## src/rtl/vseg_pkg.sv

```systemverilog
package vseg_pkg;
  localparam int unsigned EXC_W = 5;

  typedef enum logic [1:0] {
    KIND_TLB      = 2'd0,
    KIND_DIRECT   = 2'd1,
    KIND_ADDR_ERR = 2'd2
  } vseg_kind_e;

  localparam logic [EXC_W-1:0] EXC_NONE = 5'd0;
  localparam logic [EXC_W-1:0] EXC_MOD  = 5'd1;
  localparam logic [EXC_W-1:0] EXC_TLBL = 5'd2;
  localparam logic [EXC_W-1:0] EXC_TLBS = 5'd3;
  localparam logic [EXC_W-1:0] EXC_ADEL = 5'd4;
  localparam logic [EXC_W-1:0] EXC_ADES = 5'd5;
endpackage

```

## src/rtl/vseg_classify.sv

```systemverilog
module vseg_classify
  import vseg_pkg::*;
#(
  parameter int unsigned AW = 32
) (
  input  logic [AW-1:0] vaddr_i,
  input  logic          user_i,
  input  logic          erl_i,
  output vseg_kind_e    kind_o,
  output logic [AW-1:0] direct_o
);
  logic [2:0] top3;
  assign top3 = vaddr_i[AW-1 -: 3];

  always_comb begin
    kind_o   = KIND_TLB;
    direct_o = vaddr_i;
    if (user_i && top3[2]) begin
      kind_o = KIND_ADDR_ERR;
    end else begin
      unique case (top3)
        3'b100: begin
          kind_o           = KIND_DIRECT;
          direct_o[AW-1]   = 1'b0;
        end
        3'b101: begin
          kind_o             = KIND_DIRECT;
          direct_o[AW-1 -: 3] = 3'b000;
        end
        3'b110, 3'b111: kind_o = KIND_TLB;
        default: if (!user_i && erl_i) kind_o = KIND_DIRECT;
      endcase
    end
  end
endmodule

```

## src/rtl/vseg_tlb_check.sv

```systemverilog
module vseg_tlb_check
  import vseg_pkg::*;
(
  input  vseg_kind_e       kind_i,
  input  logic             write_i,
  input  logic             tlb_hit_i,
  input  logic             tlb_valid_i,
  input  logic             tlb_dirty_i,
  output logic             mapped_o,
  output logic             fault_o,
  output logic [EXC_W-1:0] exc_o,
  output logic             refill_o,
  output logic [1:0]       perm_o
);
  logic [EXC_W-1:0] tlb_exc;
  assign tlb_exc = write_i ? EXC_TLBS : EXC_TLBL;

  always_comb begin
    mapped_o = 1'b0;
    fault_o  = 1'b0;
    exc_o    = EXC_NONE;
    refill_o = 1'b0;
    perm_o   = 2'b00;
    unique case (kind_i)
      KIND_ADDR_ERR: begin
        fault_o = 1'b1;
        exc_o   = write_i ? EXC_ADES : EXC_ADEL;
      end
      KIND_DIRECT: perm_o = 2'b11;
      default: begin
        mapped_o = 1'b1;
        if (!tlb_hit_i) begin
          fault_o  = 1'b1;
          exc_o    = tlb_exc;
          refill_o = 1'b1;
        end else if (!tlb_valid_i) begin
          fault_o = 1'b1;
          exc_o   = tlb_exc;
        end else if (write_i && !tlb_dirty_i) begin
          fault_o = 1'b1;
          exc_o   = EXC_MOD;
        end else begin
          perm_o = {tlb_dirty_i, 1'b1};
        end
      end
    endcase
  end
endmodule

```

## src/rtl/vseg_fault_pack.sv

```systemverilog
module vseg_fault_pack #(
  parameter int unsigned AW    = 32,
  parameter int unsigned OFF_W = 12
) (
  input  logic          fault_i,
  input  logic [AW-1:0] vaddr_i,
  input  logic [AW-1:0] context_i,
  input  logic [AW-1:0] entryhi_i,
  output logic [AW-1:0] badvaddr_o,
  output logic [AW-1:0] context_o,
  output logic [AW-1:0] entryhi_o
);
  localparam int unsigned VPN_W = AW - OFF_W;
  logic [VPN_W-1:0] vpn;
  assign vpn = vaddr_i[AW-1 -: VPN_W];

  always_comb begin
    if (fault_i) begin
      badvaddr_o = vaddr_i;
      context_o  = {vpn, context_i[OFF_W-1:0]};
      entryhi_o  = {vpn, entryhi_i[OFF_W-1:0]};
    end else begin
      badvaddr_o = '0;
      context_o  = context_i;
      entryhi_o  = entryhi_i;
    end
  end
endmodule

```

## src/rtl/vaddr_seg_decoder.sv

```systemverilog
module vaddr_seg_decoder
  import vseg_pkg::*;
#(
  parameter int unsigned AW    = 32,
  parameter int unsigned OFF_W = 12
) (
  input  logic                clk_i,
  input  logic                rst_ni,
  input  logic                req_valid_i,
  input  logic [AW-1:0]       vaddr_i,
  input  logic                write_i,
  input  logic                user_i,
  input  logic                erl_i,
  input  logic                tlb_hit_i,
  input  logic                tlb_valid_i,
  input  logic                tlb_dirty_i,
  input  logic [AW-OFF_W-1:0] tlb_pfn_i,
  input  logic [AW-1:0]       context_i,
  input  logic [AW-1:0]       entryhi_i,
  output logic                resp_valid_o,
  output logic                mapped_o,
  output logic                fault_o,
  output logic [EXC_W-1:0]    exc_code_o,
  output logic                refill_o,
  output logic [1:0]          perm_o,
  output logic [AW-1:0]       paddr_o,
  output logic [AW-1:0]       badvaddr_o,
  output logic [AW-1:0]       context_o,
  output logic [AW-1:0]       entryhi_o
);
  vseg_kind_e       kind;
  logic [AW-1:0]    direct_pa;
  logic             mapped_d, fault_d, refill_d;
  logic [EXC_W-1:0] exc_d;
  logic [1:0]       perm_d;
  logic [AW-1:0]    paddr_d, badv_d, ctx_d, ehi_d;

  vseg_classify #(.AW(AW)) u_classify (
    .vaddr_i (vaddr_i),
    .user_i  (user_i),
    .erl_i   (erl_i),
    .kind_o  (kind),
    .direct_o(direct_pa)
  );

  vseg_tlb_check u_check (
    .kind_i     (kind),
    .write_i    (write_i),
    .tlb_hit_i  (tlb_hit_i),
    .tlb_valid_i(tlb_valid_i),
    .tlb_dirty_i(tlb_dirty_i),
    .mapped_o   (mapped_d),
    .fault_o    (fault_d),
    .exc_o      (exc_d),
    .refill_o   (refill_d),
    .perm_o     (perm_d)
  );

  vseg_fault_pack #(.AW(AW), .OFF_W(OFF_W)) u_pack (
    .fault_i   (fault_d),
    .vaddr_i   (vaddr_i),
    .context_i (context_i),
    .entryhi_i (entryhi_i),
    .badvaddr_o(badv_d),
    .context_o (ctx_d),
    .entryhi_o (ehi_d)
  );

  always_comb begin
    if (fault_d)                paddr_d = '0;
    else if (kind == KIND_DIRECT) paddr_d = direct_pa;
    else                        paddr_d = {tlb_pfn_i, vaddr_i[OFF_W-1:0]};
  end

  always_ff @(posedge clk_i or negedge rst_ni) begin
    if (!rst_ni) begin
      resp_valid_o <= 1'b0;
      mapped_o     <= 1'b0;
      fault_o      <= 1'b0;
      exc_code_o   <= '0;
      refill_o     <= 1'b0;
      perm_o       <= '0;
      paddr_o      <= '0;
      badvaddr_o   <= '0;
      context_o    <= '0;
      entryhi_o    <= '0;
    end else begin
      resp_valid_o <= req_valid_i;
      if (req_valid_i) begin
        mapped_o   <= mapped_d;
        fault_o    <= fault_d;
        exc_code_o <= exc_d;
        refill_o   <= refill_d;
        perm_o     <= perm_d;
        paddr_o    <= paddr_d;
        badvaddr_o <= badv_d;
        context_o  <= ctx_d;
        entryhi_o  <= ehi_d;
      end
    end
  end
endmodule

```

## config.mk

```make
export PLATFORM = sky130hd
export DESIGN_NAME = vaddr_seg_decoder
export DESIGN_NICKNAME = d
export VERILOG_FILES = /design/src/rtl/vseg_pkg.sv /design/src/rtl/vseg_classify.sv /design/src/rtl/vseg_tlb_check.sv /design/src/rtl/vseg_fault_pack.sv /design/src/rtl/vaddr_seg_decoder.sv
export SDC_FILE = /design/constraint.sdc
export NUM_CORES = 1
export LEC_CHECK = 0
export BUFFER_PORTS_ARGS = -buffer_cell sky130_fd_sc_hd__clkbuf_2
export CAP_MARGIN = 10
export CORE_ASPECT_RATIO = 0.9
export CORE_MARGIN = 2
export CORE_UTILIZATION = 50
export DETAILED_ROUTE_END_ITERATION = 10
export GPL_TIMING_DRIVEN = 0
export PLACE_DENSITY = 0.84
export SYNTH_ARGS = -nofsm -noshare
export SYNTH_HDL_FRONTEND = slang
export SYNTH_HIERARCHICAL = 1
export SYNTH_SLANG_ARGS = --single-unit
```

## constraint.sdc

```tcl
create_clock -name clk_i -period 0.95 [get_ports clk_i]
set_clock_uncertainty 0.05 [all_clocks]
set_input_delay 0.19 -clock clk_i [delete_from_list [all_inputs] [get_ports clk_i]]
set_output_delay 0.19 -clock clk_i [all_outputs]
set_load 0.03 [all_outputs]
```

Word-level counts from Yosys, hierarchy flattened. Cells that the tools add are included.

Register bits after elaboration: 139. Input port bits: 125. Output and inout port bits: 139. Logic and storage cells: 52.

Equal/unequal tests: 6. Muxes and demuxes: 28. Reductions and logical operators: 8.

Operators with widths (count): 2-to-1 mux 32 bit (5); == test 3 bit (second input constant) (4); 2-to-1 mux 1 bit (11); 2-to-1 mux 2 bit (5); 2-to-1 mux 5 bit (2); case mux 5 bit (2 select lines) (1); case mux 2 bit (2 select lines) (2); OR reduction 2 bit (3); logical AND 1 bit (3); 2-to-1 mux 3 bit (1); == test 2 x 1 -> 1 bit (second input constant) (1); == test 2 bit (second input constant) (1); logical NOT 1 bit (2); case mux 1 bit (2 select lines) (1).

Logic depth before layout (Yosys ltp). Gate-level depths: netlist (run 1).

Depth after elaboration: 8. Depth in mapped cells: 10. Mapped depth without buffers: 8.

By module. Netlist (run 1), hierarchy kept.

Modules (own cells, without submodules): vaddr_seg_decoder (times used 1, cells each 365, area each 5511.5 um2, seq. area each 3478.3 um2); vseg_fault_pack (times used 1, cells each 104, area each 1074.8 um2, seq. area each 0.0 um2); vseg_classify (times used 1, cells each 36, area each 257.7 um2, seq. area each 0.0 um2); vseg_tlb_check (times used 1, cells each 17, area each 121.4 um2, seq. area each 0.0 um2).

Worst setup path before layout (run 1). OpenSTA, ideal clock, no wires.

Kind: input -> register. Start point: in vaddr_i[31]. End point: reg context_o[12]. Setup time: 0.125 ns. Arrival: 2.081 ns. Required time: 0.775 ns. Setup slack: -1.306 ns. Stages: 10. Path buffers: 2. Cell sequence: nor2_1 a211oi_1 inv_1 ha_1 nand3_2 o22a_1 buf_6 buf_12 mux2_4 mux2_2.

Cells in the longest elaborated chain, start to end: 7. Elaborated cells on any way between the ends: 13. Classes of those cells: eq/ne: 6; mux: 4; reduce/logical: 3.

Ends and longest elaborated chain: start: declaration (line vaddr_seg_decoder.sv:10) `input logic [AW-1:0] vaddr_i,`; == test 3 bit (line vseg_classify.sv:21) `unique case (top3)`; OR reduction 2 bit; case mux 2 bit (2 select lines) (line vseg_classify.sv:21); 2-to-1 mux 2 bit (*) (line vseg_classify.sv:18) `if (user_i && top3[2]) begin`; named net kind[0] (line vaddr_seg_decoder.sv:31) `vseg_kind_e kind;`; == test 2 x 1 -> 1 bit / == test 2 bit (equally long branches) (line vseg_tlb_check.sv:24) `unique case (kind_i)`; case mux 1 bit (2 select lines) (*) (line vseg_tlb_check.sv:24); named net fault_d (line vaddr_seg_decoder.sv:33) `logic mapped_d, fault_d, refill_d;`; 2-to-1 mux 32 bit (*) (line vseg_fault_pack.sv:18) `if (fault_i) begin`; named net ctx_d[12] (line vaddr_seg_decoder.sv:36) `logic [AW-1:0] paddr_d, badv_d, ctx_d, ehi_d;`; end signal: assignment (line vaddr_seg_decoder.sv:97) `context_o <= ctx_d;`; end: declaration (line vaddr_seg_decoder.sv:28) `output logic [AW-1:0] context_o,`.

The timed path passes the listed nets; every way through them passes the cells marked *. A chain may end at the register's enable or synchronous reset.

Worst setup path after layout (run 1).
Start point: in vaddr_i[31]. End point: reg entryhi_o[17].

Cells in the longest elaborated chain, start to end: 7. Elaborated cells on any way between the ends: 13. Classes of those cells: eq/ne: 6; mux: 4; reduce/logical: 3.

Ends and longest elaborated chain: == test 3 bit (line vseg_classify.sv:21); OR reduction 2 bit; case mux 2 bit (2 select lines) (line vseg_classify.sv:21); 2-to-1 mux 2 bit (*) (line vseg_classify.sv:18); named net kind[0] (line vaddr_seg_decoder.sv:31); == test 2 x 1 -> 1 bit / == test 2 bit (equally long branches) (line vseg_tlb_check.sv:24); case mux 1 bit (2 select lines) (*) (line vseg_tlb_check.sv:24); named net fault_d (line vaddr_seg_decoder.sv:33); 2-to-1 mux 32 bit (*) (line vseg_fault_pack.sv:18); named net ehi_d[17] (line vaddr_seg_decoder.sv:36); end signal: assignment (line vaddr_seg_decoder.sv:98) `entryhi_o <= ehi_d;`; end: declaration (line vaddr_seg_decoder.sv:29) `output logic [AW-1:0] entryhi_o`.

Marked as above.

==> results of run 1 <==
stage by stage:
stage | instance area [um^2] | std cells | setup TNS [ns]
3_5_place_dp | 8630 | 931 | -163.00
3_3_place_gp | 8590 | 930 | -493.94
5_1_grt | 12500 | 1101 | -135.98
4_1_cts | 11600 | 1048 | -120.44
6_report | 12500 | 1101 | -129.49
2_1_floorplan | 7190 | 523 | -100.43
repair_timing:
action,CTS,global route
resized for setup,353,220
setup endpoints to repair,250,256
setup buffers,56,51
pin swaps,33,1
hold endpoints to repair,83,58
cloned,4,5
cell families (layout without fill, tap and decap cells):
group | Yosys count | after routing | synth area share
adder cells (fa/ha/maj) | 2 | 2 | 0.00359
buffers and inverters | 120 | 530 | 0.119
other | 1 | 2 | 0.000538
multiplexers | 178 | 178 | 0.302
flip-flops | 139 | 139 | 0.499
AND/OR/NAND/NOR | 44 | 44 | 0.0392
AO/OA/AOI/OAI | 38 | 38 | 0.0354
placed cells by master, fill, tap and decap left out, drive strengths merged:
cell type,count
mux2,146
clkinvlp,2
buf,331
a211oi,1
o22a,1
nand4,1
clkinv,5
dfrtp,139
nor2b,4
o21ai,1
clkbuf,130
mux2i,32
o211a,1
a21boi,2
ha,2
inv,34
nand3,1
and2,33
dlygate4sd3,25
conb,2
bufinv,3
nor2,2
nand2,1
nand2b,2
o22ai,32
cell usage after synthesis, drive strengths merged, types with 2 or more instances:
cell type,count
nor2,2
buf,82
and2,33
mux2i,32
mux2,146
clkbuf,4
ha,2
a21boi,2
dfrtp,139
o22ai,32
nor2b,4
inv,34
nand2b,2
routing by layer:
layer  wire length [um]  vias up
li1                   -     2529
met1              10800     3239
met2              15700      457
met3               2770      147
met4               1760        2
met5                 11        -
power by group through the flow:
| stage | registers [mW] | logic (mW) | clock network, mW |
|---|---|---|---|
| 2_1_floorplan | 8.85 | 2.24 | 0 |
| 3_3_place_gp | 7.23 | 5.45 | 0 |
| 3_5_place_dp | 7.30 | 5.59 | 0 |
| 4_1_cts | 7.29 | 7.77 | 7.10 |
| 5_1_grt | 7.71 | 9.83 | 7.57 |
| 6_report | 7.67 | 9.59 | 7.32 |
cell type report:
| cell class | instances | area [um^2] |
|---|---|---|
| Buffer | 86 | 817 |
| Clock buffer | 22 | 494 |
| Clock inverter | 10 | 138 |
| Fill cell | 383 | 935 |
| Inverter | 34 | 128 |
| Multi-Input combinational cell | 264 | 3360 |
| Sequential cell | 139 | 3480 |
| Tap cell | 168 | 210 |
| Timing Repair Buffer | 378 | 3910 |
flip-flops by register name (all words and copies together), names as in the netlist:
name	count
badvaddr_o	32
context_o	32
entryhi_o	32
exc_code_o	5
fault_o	1
mapped_o	1
paddr_o	32
perm_o	2
refill_o	1
resp_valid_o	1
final timing paths:
kind	start	to	slack, ns	cells past startpoint
worst max-delay path	vaddr_i[31]	entryhi_o[17]$_DFFE_PN0P_	-1.00	10
worst min-delay path	rst_ni	context_o[21]$_DFFE_PN0P_	-0.31	1
worst max register to register	entryhi_o[21]$_DFFE_PN0P_	entryhi_o[21]$_DFFE_PN0P_	-0.20	3
worst min register to register	badvaddr_o[29]$_DFFE_PN0P_	badvaddr_o[29]$_DFFE_PN0P_	0.51	1
max in group asynchronous	rst_ni	exc_code_o[3]$_DFFE_PN0P_	0.36	2
min in group clk_i	tlb_pfn_i[14]	paddr_o[26]$_DFFE_PN0P_	0.05	3
==> results.py, run 1 <==
metrics = {
    "power": {
        "internal-power_mw": 16.5,
        "seqPwrFrac": 0.312,
        "clkPwrFrac": 0.298,
        "power_mw": 24.6,
        "p_switching_mw": 8.07,
        "irDropWorstVdd_uv": 1530,
        "pwr-share-comb": 0.390,
        "swShare": 0.328,
        "p_leak_nw": 6.29,
        "power_density_mw_per_mm2": 1960,
    },
    "clock_network": {
        "clock_latency_ns": 0.43,
        "cts_buffers": 17,
        "holdBufCountCts": 25,
        "cts_buffer_depth": 2,
        "cts_tree": "built",
        "htreeDepth": 4,
        "clkSinkCount": 139,
        "root_buffer": "clkbuf_16",
        "cts.clk_slew.worst_paths_ns": 0.07,
    },
    "timing": {
        "fmax_ghz": 0.512,
        "hold_violations": 58,
        "rsz0062_at_grt": "yes",
        "post-route-period-util": 2.06,
        "final-setup-viol-count": 262,
        "slew_headroom": 0.640,
        "hold_ws_ns": -0.307,
        "worst_pin_slew_ns": 0.540,
        "final.min_clock_period_ns": 1.95,
        "fin_ws_ns": -1.00,
        "maxSlewViolCount": 0,
    },
    "global_route": {
        "antenna_found_initial": 1,
        "grt_remaining_overflow": 0,
        "grt_pass1_wl_um": 38100,
        "grt_pass1_vias": 6561,
        "grtUsageMet1": 0.377,
        "grtUsageMet3": 0.0970,
        "grt_max_degree": 82,
        "met2_usage": 0.612,
        "top_usage_layer": "met2",
        "grt_use_total": 0.343,
    },
    "hold_path": {
        "hp-class": "in -> async",
    },
    "die": {
        "dieArea_mm2": 0.0149,
        "die_h_um": 116,
        "num_rows": 40,
        "core_area_mm2": 0.0135,
        "ioPinCount": 264,
        "start_util": 0.517,
        "die_w_um": 128,
    },
    "setup_path": {
        "critPathLaunchType": "primary input",
        "critPathTopFamily": "multiplexers",
        "required_ns": 1.20,
        "crit_buf_inv": 4,
        "critPathMaxStageDelay_ns": 0.31,
        "crit_fanout": 10,
        "cpMaxStageDelayCell": "mux2_4",
        "worstPathCellList": "clkbuf_16 > a211oi_4 > inv_2 > ha_4 > nand3_4 > o22a_4 > buf_12 > buf_12 > mux2_4 > mux2_4",
        "worstSetupPathType": "in -> reg",
        "cp.arrival_ns": 2.20,
        "worstSetupEndpointType": "register",
    },
    "placed_design": {
        "gp_congestion": 0.838,
        "port_buffers": 239,
        "dp_slack_ns": -1.53,
        "dp_hpwl_um": 13500,
    },
    "logic_synthesis": {
        "syn_inst": 522,
        "ys_seq_area_frac": 0.499,
        "synth-edff-count": 0,
        "avgSynthCellArea_um2": 13.3,
        "synthArstFlopShare": 1.00,
        "synthDistinctLibCells": 28,
        "synth_top_area_frac": 0.499,
        "ys_ff_latch": 139,
        "yosysTopAreaCell": "dfrtp_1",
        "ys_top_cells_by_area": "dfrtp_1 50%, mux2_2 17%, mux2_4 8.2%, buf_4 6.1%, mux2i_1 4.6%",
        "yosysWarnings": 6,
        "synthesis.area_mm2": 0.00697,
        "ys.flop_type": "dfrtp_1",
    },
    "routing": {
        "wl_per_cell_um": 28.3,
        "vias_per_cell": 5.79,
        "remaining_drc_errors": 0,
        "routed_wl_um": 31100,
        "dr.pass1.iters": 4,
        "final_antenna_net_count": 0,
        "vias": 6374,
        "drt-initial-drc-count": 567,
    },
    "flow_run": {
        "cap_violations": 0,
    },
    "cells_and_area": {
        "final_nets": 1047,
        "area_growth_pct": 79.9,
        "n_antenna_cell": 0,
        "drive_gt1_frac": 0.737,
        "post-route-util": 0.931,
    },
    "run_status": {
        "status": "complete, but fails checks",
        "violations": "hold timing, setup timing",
    },
}
Power figures use the tool's default switching activity.
==> inputs of run 2 (changes only) <==
--- a/config.mk
+++ b/config.mk
@@ -11,7 +11,6 @@
 export CORE_MARGIN = 2
 export CORE_UTILIZATION = 50
 export DETAILED_ROUTE_END_ITERATION = 10
-export GPL_TIMING_DRIVEN = 0
 export PLACE_DENSITY = 0.84
 export SYNTH_ARGS = -nofsm -noshare
 export SYNTH_HDL_FRONTEND = slang
==> constraint.sdc (replaced) <==
create_clock -name clk_i -period 1.9 [get_ports clk_i]
set_clock_uncertainty 0.05 [all_clocks]
set_input_delay 0.38 -clock clk_i [delete_from_list [all_inputs] [get_ports clk_i]]
set_output_delay 0.38 -clock clk_i [all_outputs]
set_load 0.03 [all_outputs]
==> run 2 against run 1 <==
Effect of this change:
- the flow finishes with violations (setup timing)
- sequential power fell by 53%
- clock power shrank 53%
- die area unchanged
- core utilization decreased by 26 points
- first-iteration DRC count fell by 63%
- critical path depth down 1
- total power fell by 60%
- final cell count fell by 16%
- critical endpoint is now context_o[20]$_DFFE_PN0P_
- highest routed layer is now met4
==> results.py, run 2 (synthesis results as in run 1) <==
metrics = {
    "run_status": {
        "status": "complete, but fails checks",
        "violations": "setup timing",
    },
    "routing": {
        "vias_per_cell": 5.20,
        "dr.max_layer_used": "met4",
        "dr.pass1.iters": 4,
        "wl_met3_um": 1130,
        "wl_per_cell_um": 17.9,
        "wl_met2_um": 7990,
        "wl_met1_um": 7070,
        "routed_wl_um": 16500,
        "remaining_drc_errors": 0,
        "drt-initial-drc-count": 211,
        "vias": 4792,
        "final_antenna_net_count": 0,
    },
    "setup_path": {
        "r2r_cells": 1,
        "required_ns": 2.14,
        "rr_startpoint": "context_o[13]$_DFFE_PN0P_",
        "critPathMaxStageDelay_ns": 0.31,
        "worstSetupEndpointType": "register",
        "worstPathCellList": "clkbuf_16 > a211oi_4 > inv_2 > ha_4 > nand3_4 > o22a_4 > buf_12 > mux2_4 > mux2_4",
        "cp_common_cell": "mux2_4",
        "worstSetupPathType": "in -> reg",
        "crit_fanout": 27,
        "cp.arrival_ns": 2.20,
        "critPathLaunchType": "primary input",
        "cpMaxStageDelayCell": "mux2_4",
        "startpoint": "vaddr_i[30]",
    },
    "cells_and_area": {
        "final_common_cell": "clkbuf_2",
        "nFillCells": 965,
        "final_nets": 870,
        "fin_cells": 922,
        "final_cell_mix": "259 x clkbuf_2, 139 x dfrtp_1, 76 x mux2_4, 70 x mux2_2, 33 x inv_1",
        "n_antenna_cell": 0,
        "drive_gt1_frac": 0.625,
        "area_growth_pct": 28.8,
        "design_area_mm2": 0.00897,
    },
    "hold_path": {
        "hp-class": "in -> reg",
        "whs_path_depth": 2,
        "min_from": "context_i[4]",
    },
    "timing": {
        "fin_ws_ns": -0.0538,
        "final-setup-viol-count": 31,
        "rsz0062_at_grt": "yes",
        "fmax_ghz": 0.512,
        "post-route-period-util": 1.03,
        "maxSlewViolCount": 0,
        "final.min_clock_period_ns": 1.95,
        "setup_tns_ns": -0.965,
        "hold_violations": 0,
    },
    "placed_design": {
        "gp_congestion": 0.816,
        "port_buffers": 263,
        "dp_hpwl_um": 11900,
        "dp_cells": 891,
        "placed_area_mm2": 0.00830,
    },
    "flow_run": {
        "cap_violations": 0,
    },
    "die": {
        "ioPinCount": 264,
        "start_util": 0.517,
        "die_h_um": 116,
        "die_w_um": 128,
        "dieArea_mm2": 0.0149,
        "num_rows": 40,
        "core_area_mm2": 0.0135,
    },
    "clock_network": {
        "cts_tree": "built",
        "cts_buffer_depth": 2,
        "clock_latency_ns": 0.41,
        "htreeDepth": 4,
        "post-cts-setup-buffers": 0,
        "cts.clk_slew.worst_paths_ns": 0.06,
        "cts_buffers": 17,
        "root_buffer": "clkbuf_16",
        "clkSinkCount": 139,
    },
    "global_route": {
        "grt_max_degree": 78,
        "grt_pass1_wl_um": 26000,
        "grt_use_total": 0.226,
        "antenna_found_initial": 0,
        "grt_remaining_overflow": 0,
        "grt_pass1_vias": 5140,
    },
    "power": {
        "irDropWorstVdd_uv": 658,
        "power_density_mw_per_mm2": 1090,
        "p_leak_nw": 4.64,
    },
}
==> run 2: path summary, 6_finish.rpt <==
| kind | to | slack (ns) |
|---|---|---|
| setup reg to reg | context_o[13]$_DFFE_PN0P_ | 1.06 |
| setup / recovery | context_o[20]$_DFFE_PN0P_ | -0.05 |
| min in group asynchronous | entryhi_o[21]$_DFFE_PN0P_ | 0.48 |
| hold / removal | context_o[4]$_DFFE_PN0P_ | 0.14 |
| hold reg to reg | context_o[10]$_DFFE_PN0P_ | 0.46 |
| max in group asynchronous | exc_code_o[3]$_DFFE_PN0P_ | 0.95 |
==> run 2: cell type report <==
cell class	instances	area (um^2)	area share
Clock buffer	18	439	0.0489
Sequential cell	139	3480	0.388
Inverter	34	128	0.0142
Timing Repair Buffer	287	1680	0.187
Clock inverter	12	173	0.0192
Multi-Input combinational cell	264	2870	0.319
Tap cell	168	210	0.0234
==> run 2: stage by stage <==
stage | total power [mW] | setup WS (ns) | hold slack (ns) | util
after floorplan | 5.53 | -0.351 | 0.0344 | -
after global placement | 6.24 | -0.466 | 0.334 | 0.617
after detailed placement | 6.33 | -0.526 | 0.347 | 0.617
after CTS | 9.84 | -0.0297 | 0.116 | 0.666
after global routing | 10.2 | -0.0932 | 0.122 | 0.667
final | 9.75 | -0.0538 | 0.139 | 0.667
==> run 2: power by group <==
group | switching, mW | internal [mW] | total (mW)
sequential | 0.235 | 3.37 | 3.60
combinational | 1.57 | 1.12 | 2.69
clock | 1.25 | 2.21 | 3.46
total | 3.05 | 6.69 | 9.75
==> run 2: per-layer routing <==
metal	vias up	global-route usage
li1	2186	-
met1	2378	0.282
met2	202	0.367
met3	26	0.0734
met4	0	0.0879
met5	-	0
==> run 2: timing repair <==
action / CTS / global route
setup endpoints to repair: 67 / 40
endpoints found under the hold margin: 139 / 0
resized for setup: 9 / 1
hold buffers: 1 / 0
==> run 2: critical path, delay by kind of cell <==
kind                     cells  cell delay [ns]
multiplexers                 2             0.57
AO/OA/AOI/OAI                2             0.48
buffers and inverters        3             0.38
adder cells (fa/ha/maj)      1             0.30
AND/OR/NAND/NOR              1             0.07
